--- config.mk ---
export PLATFORM = sky130hd
export DESIGN_NAME = rst_seq_top
export DESIGN_NICKNAME = d
export VERILOG_FILES = /design/src/rtl/rst_seq_pkg.sv /design/src/rtl/rst_seq_sync.sv /design/src/rtl/rst_seq_width_mon.sv /design/src/rtl/rst_seq_fsm.sv /design/src/rtl/rst_seq_gate.sv /design/src/rtl/rst_seq_top.sv
export SDC_FILE = /design/constraint.sdc
export NUM_CORES = 1
export LEC_CHECK = 0
export ABC_AREA = 0
export BUFFER_PORTS_ARGS = -buffer_cell sky130_fd_sc_hd__clkbuf_2
export CAP_MARGIN = 40
export CORE_MARGIN = 2
export CORE_UTILIZATION = 53
export CTS_BUF_LIST = sky130_fd_sc_hd__clkbuf_2
export DETAILED_ROUTE_END_ITERATION = 12
export PLACE_DENSITY = 0.9
export SLEW_MARGIN = 20
export SYNTH_ARGS = -nofsm -noshare
export SYNTH_HDL_FRONTEND = slang
export SYNTH_SLANG_ARGS = --single-unit
--- constraint.sdc ---
create_clock -name clk -period 5.3 [get_ports clk]
set_clock_uncertainty 0.2 [all_clocks]
set_input_delay 1.06 -clock clk [delete_from_list [all_inputs] [get_ports clk]]
set_output_delay 1.06 -clock clk [all_outputs]
set_load 0.01 [all_outputs]
--- src/rtl/rst_seq_pkg.sv ---
package rst_seq_pkg;
  typedef enum logic [2:0] {
    SQ_RESET    = 3'd0,
    SQ_SAMPLE   = 3'd1,
    SQ_SELFTEST = 3'd2,
    SQ_BUSTEST  = 3'd3,
    SQ_RUN      = 3'd4,
    SQ_HALT     = 3'd5
  } seq_state_t;
endpackage

--- src/rtl/rst_seq_sync.sv ---
module rst_seq_sync #(
  parameter int STAGES = 2
) (
  input  logic clk,
  input  logic rst_n_i,
  output logic rst_o
);
  localparam int LAST = STAGES - 1;

  logic [STAGES-1:0] chain = '0;

  generate
    if (STAGES == 1) begin : g_one
      always_ff @(posedge clk) chain[0] <= ~rst_n_i;
    end else begin : g_many
      always_ff @(posedge clk) chain <= {chain[STAGES-2:0], ~rst_n_i};
    end
  endgenerate

  assign rst_o = chain[LAST];
endmodule

--- src/rtl/rst_seq_width_mon.sv ---
module rst_seq_width_mon #(
  parameter int COLD_MIN = 10000,
  parameter int WARM_MIN = 15
) (
  input  logic clk,
  input  logic rst_s,
  input  logic pwr_good_i,
  output logic short_o
);
  localparam int CW = $clog2(COLD_MIN + 1);
  localparam logic [CW-1:0] CNT_MAX  = CW'(COLD_MIN);
  localparam logic [CW-1:0] WARM_LIM = CW'(WARM_MIN);

  logic [CW-1:0] cnt = '0;
  logic          rst_q = 1'b0;
  logic          cold_pend = 1'b0;

  always_ff @(posedge clk) begin
    rst_q <= rst_s;
    if (rst_s) begin
      if (cnt != CNT_MAX) cnt <= cnt + 1'b1;
      short_o <= 1'b0;
    end else begin
      cnt <= '0;
      if (rst_q) begin
        short_o <= cold_pend ? (cnt < CNT_MAX) : (cnt < WARM_LIM);
        if (pwr_good_i) cold_pend <= 1'b0;
      end
    end
    if (!pwr_good_i) cold_pend <= 1'b1;
  end


  idle_cnt_zero_chk: assert property (@(posedge clk) disable iff (rst_s)
    (!rst_q) |-> (cnt == '0));
endmodule

--- src/rtl/rst_seq_fsm.sv ---
module rst_seq_fsm
  import rst_seq_pkg::*;
(
  input  logic clk,
  input  logic rst_s,
  input  logic strap_i,
  input  logic st_done_i,
  input  logic st_pass_i,
  input  logic bt_done_i,
  input  logic bt_pass_i,
  output logic st_req_o,
  output logic bt_req_o,
  output logic fail_o,
  output logic run_en_o
);
  seq_state_t state = SQ_RESET;
  logic       strap_q = 1'b0;

  always_ff @(posedge clk) begin
    if (rst_s) begin
      state    <= SQ_RESET;
      st_req_o <= 1'b0;
      bt_req_o <= 1'b0;
      fail_o   <= 1'b1;
      run_en_o <= 1'b0;
    end else begin
      case (state)
        SQ_RESET: begin
          strap_q <= strap_i;
          state   <= SQ_SAMPLE;
        end
        SQ_SAMPLE: state <= strap_q ? SQ_SELFTEST : SQ_BUSTEST;
        SQ_SELFTEST: begin
          if (!st_req_o) begin
            st_req_o <= 1'b1;
            fail_o   <= ~fail_o;
          end else if (st_done_i) begin
            st_req_o <= 1'b0;
            fail_o   <= ~fail_o;
            state    <= st_pass_i ? SQ_BUSTEST : SQ_HALT;
          end
        end
        SQ_BUSTEST: begin
          if (!bt_req_o) begin
            bt_req_o <= 1'b1;
            fail_o   <= ~fail_o;
          end else if (bt_done_i) begin
            bt_req_o <= 1'b0;
            fail_o   <= ~fail_o;
            state    <= bt_pass_i ? SQ_RUN : SQ_HALT;
          end
        end
        SQ_RUN: begin
          fail_o   <= 1'b0;
          run_en_o <= 1'b1;
        end
        SQ_HALT: ;
        default: state <= SQ_HALT;
      endcase
    end
  end


  one_req_chk: assert property (@(posedge clk) disable iff (rst_s)
    !(st_req_o && bt_req_o));

  halt_sticky_chk: assert property (@(posedge clk) disable iff (rst_s)
    (state == SQ_HALT) |=> (state == SQ_HALT && !run_en_o && fail_o));

  run_no_fail_chk: assert property (@(posedge clk) disable iff (rst_s)
    run_en_o |-> !fail_o);

  st_start_toggle_chk: assert property (@(posedge clk) disable iff (rst_s)
    $rose(st_req_o) |-> (fail_o != $past(fail_o)));

  bt_end_toggle_chk: assert property (@(posedge clk) disable iff (rst_s)
    ($fell(bt_req_o) && !$past(rst_s)) |-> (fail_o != $past(fail_o)));

  no_selftest_chk: assert property (@(posedge clk) disable iff (rst_s)
    (state != SQ_RESET && state != SQ_SAMPLE && !strap_q) |-> !st_req_o);

  strap_hold_chk: assert property (@(posedge clk) disable iff (rst_s)
    (state != SQ_RESET) |=> $stable(strap_q));
endmodule

--- src/rtl/rst_seq_gate.sv ---
module rst_seq_gate #(
  parameter int              AD_W     = 32,
  parameter int              CTL_W    = 8,
  parameter logic [AD_W-1:0]  AD_IDLE  = '0,
  parameter logic [CTL_W-1:0] CTL_IDLE = '1
) (
  input  logic             clk,
  input  logic             rst_s,
  input  logic             run_en_i,
  input  logic [AD_W-1:0]  core_ad_i,
  input  logic [CTL_W-1:0] core_ctl_i,
  output logic [AD_W-1:0]  pad_ad_o,
  output logic [CTL_W-1:0] pad_ctl_o
);
  logic pass_thru;
  assign pass_thru = run_en_i && !rst_s;

  always_ff @(posedge clk) begin
    pad_ad_o  <= pass_thru ? core_ad_i  : AD_IDLE;
    pad_ctl_o <= pass_thru ? core_ctl_i : CTL_IDLE;
  end


  pads_idle_chk: assert property (@(posedge clk) disable iff (rst_s)
    !run_en_i |=> (pad_ad_o == AD_IDLE && pad_ctl_o == CTL_IDLE));

  pads_follow_chk: assert property (@(posedge clk) disable iff (rst_s)
    run_en_i |=> (pad_ad_o == $past(core_ad_i) && pad_ctl_o == $past(core_ctl_i)));
endmodule

--- src/rtl/rst_seq_top.sv ---
module rst_seq_top #(
  parameter int               AD_W        = 32,
  parameter int               CTL_W       = 8,
  parameter logic [AD_W-1:0]  AD_IDLE     = '0,
  parameter logic [CTL_W-1:0] CTL_IDLE    = '1,
  parameter int               SYNC_STAGES = 2,
  parameter int               COLD_MIN    = 10000,
  parameter int               WARM_MIN    = 15
) (
  input  logic             clk,
  input  logic             rst_n_i,
  input  logic             pwr_good_i,
  input  logic             st_en_i,
  input  logic [AD_W-1:0]  core_ad_i,
  input  logic [CTL_W-1:0] core_ctl_i,
  input  logic             st_done_i,
  input  logic             st_pass_i,
  input  logic             bt_done_i,
  input  logic             bt_pass_i,
  output logic [AD_W-1:0]  pad_ad_o,
  output logic [CTL_W-1:0] pad_ctl_o,
  output logic             st_req_o,
  output logic             bt_req_o,
  output logic             fail_o,
  output logic             run_en_o,
  output logic             rst_short_o
);
  logic rst_s;

  rst_seq_sync #(.STAGES(SYNC_STAGES)) i_sync (
    .clk(clk), .rst_n_i(rst_n_i), .rst_o(rst_s)
  );

  rst_seq_width_mon #(.COLD_MIN(COLD_MIN), .WARM_MIN(WARM_MIN)) i_mon (
    .clk(clk), .rst_s(rst_s), .pwr_good_i(pwr_good_i), .short_o(rst_short_o)
  );

  rst_seq_fsm i_fsm (
    .clk(clk), .rst_s(rst_s), .strap_i(st_en_i),
    .st_done_i(st_done_i), .st_pass_i(st_pass_i),
    .bt_done_i(bt_done_i), .bt_pass_i(bt_pass_i),
    .st_req_o(st_req_o), .bt_req_o(bt_req_o),
    .fail_o(fail_o), .run_en_o(run_en_o)
  );

  rst_seq_gate #(.AD_W(AD_W), .CTL_W(CTL_W), .AD_IDLE(AD_IDLE), .CTL_IDLE(CTL_IDLE)) i_gate (
    .clk(clk), .rst_s(rst_s), .run_en_i(run_en_o),
    .core_ad_i(core_ad_i), .core_ctl_i(core_ctl_i),
    .pad_ad_o(pad_ad_o), .pad_ctl_o(pad_ctl_o)
  );
endmodule

==> flow_metrics.py <==
metrics = {
    "clocking": {
        "cts_made_buffers": 9,
        "cts-root-buf": "clkbuf_2",
        "cts_hold_buf": 0,
        "post_cts_resized": 0,
        "cts_tree": "done",
        "postCtsSetupBuffers": 0,
        "clkLatencyLatePin_ns": 0.49,
        "htreeDepth": 3,
        "cts_sinks": 67,
        "path_clk_slew_ns": 0.18,
        "cts_buffer_depth": 2,
    },
    "yosys": {
        "syn_nets": 266,
        "ys_types": 32,
        "syn_inst": 216,
        "post-synth-top-area-cell": "dfxtp_1",
        "avgSynthCellArea_um2": 10.4,
        "synth.area.top_cells": "dfxtp_1 59%, and2_1 8.9%, nand2b_1 3.4%",
        "ys_ff_latch": 67,
        "yosys_warnings": 0,
        "synth_area_mm2": 0.00224,
        "synth_top_area_share_pct": 59.0,
        "synth-seq-area-share_pct": 60.3,
    },
    "routing": {
        "ant_nets": 0,
        "wl_met3_um": 413,
        "drt-wirelength-per-cell_um": 12.5,
        "drt-vias-per-instance": 4.85,
        "drt-initial-drc-count": 101,
        "wirelength_met1_mm": 1.95,
        "drc": 0,
        "dr_wl_met2_mm": 2.14,
        "wl_mm": 4.61,
        "vias": 1781,
        "drtPass1Iterations": 4,
        "top_layer_used": "met4",
    },
    "cells_and_area": {
        "layout_commonest_cell": "clkbuf_2",
        "drive_above_1_share_pct": 35.0,
        "final_util_pct": 72.3,
        "finalInstanceArea_mm2": 0.00291,
        "diodes": 0,
        "syn2layout_area_growth_pct": 30.0,
        "nets": 362,
        "fillers": 290,
        "stdcell_count": 367,
        "mostFrequentLayoutCells": "101 x clkbuf_2, 66 x dfxtp_1, 32 x and2_1",
    },
    "place": {
        "dp_cells": 351,
        "hpwl_mm": 3.39,
        "gp_congestion": 0.766,
        "port_buffers": 92,
        "placed_cell_area_mm2": 0.00275,
        "place_ws_ns": 3.19,
    },
    "timing": {
        "max_slew.worst_pin.slew_ns": 0.491,
        "setup_ws_ns": 2.94,
        "clock.fmax_mhz": 424,
        "final.min_clock_period_ns": 2.36,
        "finalHoldViolCount": 0,
        "maxSlewHeadroom_pct": 67.0,
        "post-route-period-util_pct": 44.5,
        "final_max_slew_viol_count": 0,
        "setup_violations": 0,
        "setup_tns_ns": 0,
        "rsz0062_at_grt": "false",
        "fin_hold_ws_ns": 0.146,
    },
    "setup_path": {
        "path_buf_inv": 1,
        "cpLargestDelayFamily": "flip-flops",
        "cp.arrival_ns": 1.10,
        "max_stage_delay_ns": 0.44,
        "cp.required_ns": 4.04,
        "worstPathMaxFanout": 5,
        "slowest_stage": "dfxtp_1",
        "critical_path_class": "reg2out",
        "worstPathCellList": "clkbuf_2",
        "start_kind": "register",
        "critPathCaptureType": "output pin",
    },
    "pwr": {
        "p_leak_nw": 1.32,
        "fin_total_pwr_mw": 1.10,
        "p_per_area_mw_per_mm2": 378,
        "ir_worst_vdd_mv": 0.219,
    },
    "floorplan": {
        "die_width_um": 69.0,
        "core_area_mm2": 0.00403,
        "rows": 23,
        "ios": 93,
        "dieHeight_um": 69.0,
        "initial_core_util_pct": 55.6,
        "dieArea_mm2": 0.00476,
    },
    "outcome": {
        "outcome": "finished clean",
    },
    "global_route": {
        "grt_max_degree": 29,
        "grt.total_usage_pct": 20.9,
        "grt_pass1_wl_mm": 7.80,
        "overflow": 0,
        "antenna_found_initial": 0,
        "grt_pass1_vias": 1691,
    },
    "min_path": {
        "hold_path_class": "reg2reg",
    },
    "run": {
        "cap_violations": 0,
    },
}
==> cell usage after synthesis <==
cell type  count
dfxtp_1       66
and2_1        32
nor2_1        15
nand2b_1      12
clkbuf_1       8
inv_1          8
a21oi_1        6
nand2_1        6
nor3_1         6
xnor2_1        6
nand3_1        5
o21ai_0        5
xor2_1         5
nand4_1        4
nor4_1         4
mux2i_1        3
or3_1          3
a31oi_1        2
and4_1         2
ha_1           2
nand3b_1       2
nor2b_1        2
nor3b_1        2
o22ai_1        2
a2111oi_0      1
clkinv_1       1
edfxtp_1       1
o2111ai_1      1
o211ai_1       1
o221ai_1       1
or4_4          1
or4b_1         1
==> path summary, 6_finish.rpt <==
check / slack (ns) / cells past startpoint / startpoint / endpoint
min: 0.15 / 0 / i_sync.chain[0]$_DFF_P_ / i_sync.chain[1]$_DFF_P_
max: 2.94 / 1 / i_fsm.bt_req_o$_SDFFE_PP0N_ / bt_req_o
min reg2reg: 0.15 / 0 / i_sync.chain[0]$_DFF_P_ / i_sync.chain[1]$_DFF_P_
max reg2reg: 3.35 / 4 / i_mon.cnt[4]$_SDFFE_PN0N_ / i_mon.cnt[1]$_SDFFE_PN0N_
==> sequential cells by signal, indices dropped and copies added, names as in the netlist <==
register          flops
i_fsm.bt_req_o        1
i_fsm.fail_o          1
i_fsm.run_en_o        1
i_fsm.st_req_o        1
i_fsm.state           3
i_fsm.strap_q         1
i_gate.pad_ad_o      32
i_gate.pad_ctl_o      8
i_mon.cnt            14
i_mon.cold_pend       1
i_mon.rst_q           1
i_mon.short_o         1
i_sync.chain          2
==> where the power goes <==
part           leakage (nW)  internal (mW)  switching, mW  total, mW
Combinational         0.685         0.0690         0.0706      0.140
Sequential            0.545          0.544         0.0342      0.578
Clock                0.0919          0.203          0.181      0.383
Total                  1.32          0.815          0.286       1.10
==> logic make-up after synthesis <==
group,after synthesis,share of synthesized area (%)
AOI/OAI and AO/OA,19,5.08
xor gates and xnor gates,11,4.30
adders and majority gates,2,1.12
buffers and inverters,17,2.85
DFF,67,60.3
muxes,3,1.34
and+or+nand+nor,97,25.0
==> routing by layer <==
metal	vias to the layer above	global-route usage, %
met5	-	0
met3	11	8.33
met4	0	11.8
li1	916	-
met2	66	32.8
met1	788	24.2
==> final cells by class <==
| type | count | area (µm²) | area share [%] |
|---|---|---|---|
| Timing Repair Buffer | 93 | 475 | 16.3 |
| Sequential cell | 67 | 1350 | 46.4 |
| Clock inverter | 7 | 116 | 4.00 |
| Tap cell | 50 | 62.6 | 2.15 |
| Clock buffer | 9 | 45.0 | 1.55 |
| Inverter | 9 | 33.8 | 1.16 |
| Multi-Input combinational cell | 132 | 827 | 28.4 |
Note: power is estimated with default switching activity, not from simulation.
